`src/rtl/mirio_pkg.sv`:
```
package mirio_pkg;

    localparam int IDX_W  = 8;
    localparam int DATA_W = 8;

    localparam logic [IDX_W-1:0]  IDX_DMA_CTRL = 8'h0D;
    localparam logic [IDX_W-1:0]  IDX_PAD      = 8'h20;
    localparam logic [IDX_W-1:0]  IDX_CLR_TMR  = 8'h24;
    localparam logic [IDX_W-1:0]  IDX_CLR_ADMA = 8'h25;
    localparam logic [IDX_W-1:0]  IDX_STATUS   = 8'h27;
    localparam int                DMA_GO_BIT   = 7;
    localparam logic [DATA_W-1:0] BUS_IDLE     = 8'hFF;
    localparam logic [IDX_W-1:0]  ALIAS_DIST   = 8'd4;

    typedef enum logic [2:0] {
        RK_NONE,
        RK_RW,
        RK_RSVD,
        RK_PAD,
        RK_STAT,
        RK_CLR_TMR,
        RK_CLR_ADMA
    } reg_kind_e;

    typedef struct packed {
        logic             hit;
        logic [IDX_W-1:0] idx;
        reg_kind_e        kind;
    } dec_t;

    // alias ranges sit a fixed distance above their primaries
    function automatic logic [IDX_W-1:0] fold_idx(input logic [IDX_W-1:0] raw);
        if (raw inside {[8'h04:8'h07], [8'h2C:8'h2E]})
            return raw - ALIAS_DIST;
        return raw;
    endfunction

    function automatic reg_kind_e kind_of(input logic [IDX_W-1:0] idx);
        case (idx) inside
            [8'h00:8'h03], [8'h08:8'h0D], [8'h10:8'h1C],
            [8'h21:8'h23], 8'h26, [8'h28:8'h2A]:      return RK_RW;
            8'h0E, 8'h0F, [8'h1D:8'h1F], 8'h2B:       return RK_RSVD;
            IDX_PAD:                                  return RK_PAD;
            IDX_STATUS:                               return RK_STAT;
            IDX_CLR_TMR:                              return RK_CLR_TMR;
            IDX_CLR_ADMA:                             return RK_CLR_ADMA;
            default:                                  return RK_NONE;
        endcase
    endfunction

    function automatic logic is_backed(input reg_kind_e k);
        return (k == RK_RW) || (k == RK_RSVD);
    endfunction

endpackage

```
`src/rtl/mirio_addr_dec.sv`:
```
module mirio_addr_dec
    import mirio_pkg::*;
#(
    parameter int ADDR_W   = 16,
    parameter int WIN_BITS = 13,
    parameter int WIN_SEL  = 1
) (
    input  logic [ADDR_W-1:0] addr_i,
    output dec_t              dec_o
);
    localparam int SEL_W = ADDR_W - WIN_BITS;
    localparam int HI_W  = WIN_BITS - IDX_W;

    logic             in_win;
    logic             low_page;
    logic [IDX_W-1:0] raw_idx;
    logic [IDX_W-1:0] folded;

    always_comb begin
        in_win   = (addr_i[ADDR_W-1:WIN_BITS] == SEL_W'(WIN_SEL));
        low_page = (addr_i[WIN_BITS-1:IDX_W] == HI_W'(0));
        raw_idx  = addr_i[IDX_W-1:0];
        folded   = fold_idx(raw_idx);
        dec_o.hit  = in_win && low_page;
        dec_o.idx  = folded;
        dec_o.kind = dec_o.hit ? kind_of(folded) : RK_NONE;
    end

endmodule

```
`src/rtl/mirio_store.sv`:
```
module mirio_store
    import mirio_pkg::*;
#(
    parameter int NUM_REGS = 48
) (
    input  logic              clk_i,
    input  logic              rst_i,
    input  logic              we_i,
    input  logic [IDX_W-1:0]  idx_i,
    input  logic [DATA_W-1:0] wdata_i,
    output logic [DATA_W-1:0] rdata_o
);
    localparam int               SEL_W = $clog2(NUM_REGS);
    localparam logic [IDX_W-1:0] LIMIT = IDX_W'(NUM_REGS);

    logic [NUM_REGS-1:0][DATA_W-1:0] cells;
    logic                            in_range;

    assign in_range = (idx_i < LIMIT);

    for (genvar g = 0; g < NUM_REGS; g++) begin : g_cell
        logic [DATA_W-1:0] q;
        always_ff @(posedge clk_i) begin
            if (rst_i)
                q <= '0;
            else if (we_i && in_range && idx_i == IDX_W'(g))
                q <= wdata_i;
        end
        assign cells[g] = q;
    end

    always_comb begin
        rdata_o = '0;
        if (in_range)
            rdata_o = cells[idx_i[SEL_W-1:0]];
    end

endmodule

```
`src/rtl/mirio_rd_path.sv`:
```
module mirio_rd_path
    import mirio_pkg::*;
(
    input  logic              clk_i,
    input  logic              rst_i,
    input  logic              rd_en_i,
    input  dec_t              dec_i,
    input  logic [DATA_W-1:0] store_i,
    input  logic [DATA_W-1:0] pad_i,
    input  logic [DATA_W-1:0] stat_i,
    output logic [DATA_W-1:0] rd_data_o
);
    logic [DATA_W-1:0] nxt;

    always_comb begin
        nxt = BUS_IDLE;
        if (dec_i.hit) begin
            if (is_backed(dec_i.kind))
                nxt = store_i;
            else if (dec_i.kind == RK_PAD)
                nxt = pad_i;
            else if (dec_i.kind == RK_STAT)
                nxt = stat_i;
        end
    end

    always_ff @(posedge clk_i) begin
        if (rst_i)
            rd_data_o <= BUS_IDLE;
        else if (rd_en_i)
            rd_data_o <= nxt;
    end

endmodule

```
`src/rtl/mirio_regblock.sv`:
```
module mirio_regblock
    import mirio_pkg::*;
#(
    parameter int ADDR_W   = 16,
    parameter int WIN_BITS = 13,
    parameter int WIN_SEL  = 1,
    parameter int NUM_REGS = 48
) (
    input  logic              clk_i,
    input  logic              rst_i,
    input  logic [ADDR_W-1:0] addr_i,
    input  logic              wr_en_i,
    input  logic [DATA_W-1:0] wr_data_i,
    input  logic              rd_en_i,
    output logic [DATA_W-1:0] rd_data_o,
    input  logic [DATA_W-1:0] ctrl_i,
    input  logic [DATA_W-1:0] irq_status_i,
    output logic              clr_timer_irq_o,
    output logic              clr_adma_irq_o,
    output logic              dma_start_o
);
    dec_t              dec;
    logic              store_we;
    logic [DATA_W-1:0] store_rd;

    mirio_addr_dec #(
        .ADDR_W   (ADDR_W),
        .WIN_BITS (WIN_BITS),
        .WIN_SEL  (WIN_SEL)
    ) dec_i (
        .addr_i (addr_i),
        .dec_o  (dec)
    );

    assign store_we = wr_en_i && dec.hit && (dec.kind == RK_RW);

    mirio_store #(
        .NUM_REGS (NUM_REGS)
    ) store_i (
        .clk_i   (clk_i),
        .rst_i   (rst_i),
        .we_i    (store_we),
        .idx_i   (dec.idx),
        .wdata_i (wr_data_i),
        .rdata_o (store_rd)
    );

    mirio_rd_path rd_i (
        .clk_i     (clk_i),
        .rst_i     (rst_i),
        .rd_en_i   (rd_en_i),
        .dec_i     (dec),
        .store_i   (store_rd),
        .pad_i     (ctrl_i),
        .stat_i    (irq_status_i),
        .rd_data_o (rd_data_o)
    );

    always_comb begin
        clr_timer_irq_o = rd_en_i && (dec.kind == RK_CLR_TMR);
        clr_adma_irq_o  = rd_en_i && (dec.kind == RK_CLR_ADMA);
        dma_start_o     = store_we && (dec.idx == IDX_DMA_CTRL)
                          && wr_data_i[DMA_GO_BIT];
    end

endmodule

```
`config.mk`:
```
export PLATFORM = sky130hd
export DESIGN_NAME = mirio_regblock
export DESIGN_NICKNAME = d
export VERILOG_FILES = /design/src/rtl/mirio_pkg.sv /design/src/rtl/mirio_addr_dec.sv /design/src/rtl/mirio_store.sv /design/src/rtl/mirio_rd_path.sv /design/src/rtl/mirio_regblock.sv
export SDC_FILE = /design/constraint.sdc
export NUM_CORES = 1
export LEC_CHECK = 0
export ABC_CLOCK_PERIOD_IN_PS = 4320
export CORE_MARGIN = 3
export CORE_UTILIZATION = 40
export DETAILED_ROUTE_END_ITERATION = 6
export RECOVER_POWER = 100
export SETUP_SLACK_MARGIN = 0.3
export SKIP_LAST_GASP = 1
export SYNTH_ARGS = -nofsm -noshare
export SYNTH_HDL_FRONTEND = slang
export SYNTH_HIERARCHICAL = 1
export SYNTH_SLANG_ARGS = --single-unit
```
`constraint.sdc`:
```
create_clock -name clk_i -period 4.32 [get_ports clk_i]
set_input_delay 0.432 -clock clk_i [delete_from_list [all_inputs] [get_ports clk_i]]
set_output_delay 0.432 -clock clk_i [all_outputs]
set_load 0.02 [all_outputs]
```
==> metrics.txt <==
final setup fails 0; Synth Area in Compound Gates 0.0463; top_reg_cell synth dfxtp_1; final hold vios 0; met1 usage 0.264; required time worst endpoint 4.71 ns; maximum fanout along the worst path 27; Setup CP Type in -> reg; Async S/R FF share, synth 0; XOR/XNOR Fraction of Synth Area 0.000965; slew margin rel. 0.164; Peak VDD IR 0.000235 V; placed cells ~2,300; largest net degree at the start of global routing 195; crit-path cells clkdlybuf4s50_1 -> inv_1 -> ha_1 -> buf_4 -> nand4b_1 -> and4_1 -> and3b_2 -> o21ai_1 -> o31a_1 -> a22oi_1 -> o22ai_1 -> nand2b_1 -> nor2_2 -> nor4b_1 -> buf_12 -> buf_4 -> nand3_2 -> buf_12 -> mux2i_1 -> nor2_1; end point of the critical path store_i/g_cell[34].q[3]; H-Tree Depth 2; Cell Area, Synth around 18,000 sq um; post-synthesis mux area share 0.332; power density cells 358 nW/um^2; Post-synth EDFFs 0; slowest cell delay on critical path 0.48 ns; Reg2Reg Launch Point store_i/g_cell[3].q[3]; hpwl dp 28,000 um; NumNets Final around 1,800; grt met2 use 0.312; Tot Pwr 7700 uW; final worst slack around 0.33 ns; status completed; Final min period 3.99 ns; synth warn 6; Tcrit/Tclk final 0.924; Routed Antenna Nets 0; Die Y 219 um; type of origin of the critical path input pin; chip width 219 um; largest family of logic cells by synthesized area multiplexers; syn nets 1,740; flops & latches, synth 392; drt total wl 46,300 um; DRC 0; total CTS buffers 45; Final Skew 0.00761 ns; Reg clk slew, reported paths 0.05 ns; HP Class in -> reg; Root Driver clkbuf_16; r2r worst-path depth 6; critical path capture point type register; first-pass GRT wire length 72,400 um; pre-CTS setup slack -0.176 ns; Critical path origin addr_i[3]; row cnt 77; P_leak 0.00941 uW; reg2reg setup slack 2.18 ns; vias in the first global route 12,800; Buffers on Ports 54; Min Hold Slack approximately 0.48 ns; Post-Layout Cell Count 2,366; Max Cap Viol 0; synth unique cells 66; Critical Path AT about 4.4 ns; Vias 12,900; GR peak layer met2; Max Clock Freq 251 MHz; layout cells sized above 1 0.187; core area 44,500 sq um; Worst-Skew Late Latency 0.55 ns; clk buf depth 3; Post-Synth Simple-Gate Area 0.142; Syn Inst Count 1,693; CTS tree built; initial core utilization 0.408; synthesis-to-finish area growth 18.5%; GP Congestion 0.840; num ports 55; post-synthesis sequential area ratio 0.432; Worst Max-Slew Pin Slew 1.25 ns; Adder-Cell Fraction of Synth Area 0.00207; antenna violations before repair 2; fin. max-slew vios 0; ANT cells 0; DR vias/cell 5.44; RSZ-0062 raised after global routing yes; grt total ovfl 0; Detailed Routing Iterations Pass 1 5; critical path's slowest cell clkdlybuf4s50_1; drt initial violations 864; drt wl/cell around 20 um; Tot GR Track Use 0.192; Mean Syn Cell Area about 11 sq um; Die ar. around 48,000 sq um; total clock sinks around 390; met3 Use GR 0.0327; R2R Path End rd_i/rd_data_o[3]
==> critical path, delay by kind of cell <==
family	cells	cell delay (ns)
and+or+nand+nor	8	1.54
muxes	1	0.14
AOI/OAI and AO/OA	4	0.75
adders and majority gates	1	0.20
buffers and inverters	6	1.27
==> kinds of logic (layout without fill, tap and decap cells) <==
kind of cell             count (synthesis)  count (layout)
AND/OR/NAND/NOR                        534             534
multiplexers                           482             482
AO/OA/AOI/OAI                          110             110
buffers and inverters                  170             251
XOR/XNOR                                 2               2
adder cells (fa/ha/maj)                  3               3
flip-flops                             392             392
==> cell usage in the layout (no fill, tap or decap), types with 9 or more instances in the layout <==
cell / n
and3_1: 17
dfxtp_1: 392
mux4_2: 96
o22ai_1: 9
buf_4: 53
nor2_1: 402
a22o_1: 48
o21ai_1: 27
clkdlybuf4s50_1: 31
mux2i_1: 386
inv_1: 13
clkbuf_16: 47
buf_12: 50
nand3_2: 20
nand3_1: 18
clkbuf_1: 17
==> what timing repair did <==
| action | 4_1_cts | 5_1_grt |
|---|---|---|
| hold buffers | 0 | 0 |
| pin swaps | 0 | 5 |
| resized for setup | 7 | 19 |
| endpoints found under the setup margin | 3 | 307 |
| endpoints found under the hold margin | 0 | 0 |
| setup buffers | 0 | 1 |
==> state kept, by name, summed over array words and instances, names as in the netlist <==
signal            cells
store_i/g_cell.q    384
rd_i/rd_data_o        8
==> final cells by class <==
| type | instances | area (sq um) |
|---|---|---|
| Sequential cell | 392 | 7850 |
| Clock buffer | 71 | 1340 |
| Clock inverter | 10 | 87.6 |
| Multi-Input combinational cell | 1131 | 9550 |
| Inverter | 14 | 52.6 |
| Tap cell | 592 | 741 |
| Fill cell | 4020 | 23000 |
| Timing Repair Buffer | 156 | 1890 |
==> per-layer routing <==
metal | routed length (um) | part of all wire
met5 | 27 | 0.00058
met3 | 2340 | 0.050
met1 | 21600 | 0.47
met4 | 1020 | 0.022
met2 | 21300 | 0.46
==> Yosys cell counts (all sizes together) (2+ instances only) <==
cell | count | area (sq um)
a22o | 48 | 420
a221oi | 6 | 52.6
nor4 | 8 | 62.6
clkbuf | 101 | 380
or3 | 2 | 12.5
nor3b | 3 | 22.5
buf | 55 | 363
nand4 | 4 | 43.8
and4 | 2 | 17.5
xnor2 | 2 | 17.5
nand3 | 38 | 290
o31a | 2 | 17.5
ha | 3 | 37.5
and4b | 5 | 50.1
nor3 | 5 | 36.3
inv | 14 | 52.6
dfxtp | 392 | 7850
nand2b | 2 | 12.5
nor4b | 7 | 125
and4bb | 6 | 75.1
or2 | 3 | 18.8
nand3b | 3 | 22.5
or4b | 2 | 27.5
a22oi | 2 | 20.0
and2 | 3 | 18.8
nand4b | 2 | 17.5
nand2 | 9 | 33.8
o22ai | 9 | 56.3
nor2b | 5 | 31.3
mux2i | 386 | 3860
o21ai | 30 | 150
nor2 | 404 | 1520
mux4 | 96 | 2160
and3 | 17 | 106
==> where the power goes <==
| group | switching (uW) | internal [uW] |
|---|---|---|
| Clock | 1470 | 2180 |
| Combinational | 291 | 140 |
| Sequential | 0.0000946 | 3620 |
| Total | 1770 | 5940 |
==> worst min-delay path by stage <==
stage / start / cells past startpoint / endpoint
6_report: rst_i / 2 / store_i/g_cell[45].q[4]
5_1_grt: store_i/g_cell[35].q[7] / 2 / store_i/g_cell[35].q[7]
4_1_cts: rd_i/rd_data_o[4] / 1 / rd_i/rd_data_o[4]
3_5_place_dp: store_i/g_cell[10].q[6] / 2 / store_i/g_cell[10].q[6]
3_3_place_gp: rd_i/rd_data_o[4] / 1 / rd_i/rd_data_o[4]
2_1_floorplan: store_i/g_cell[10].q[0] / 2 / store_i/g_cell[10].q[0]
==> through the flow <==
stage	setup TNS [ns]	area (sq um)	utilization
final	0	21500	0.483
after floorplan	0	18100	-
after global placement	-0.188	20100	0.451
after global routing	0	21500	0.483
after CTS	0	21500	0.483
after detailed placement	-5.94	20100	0.451
(Power assumes the default switching activity.)
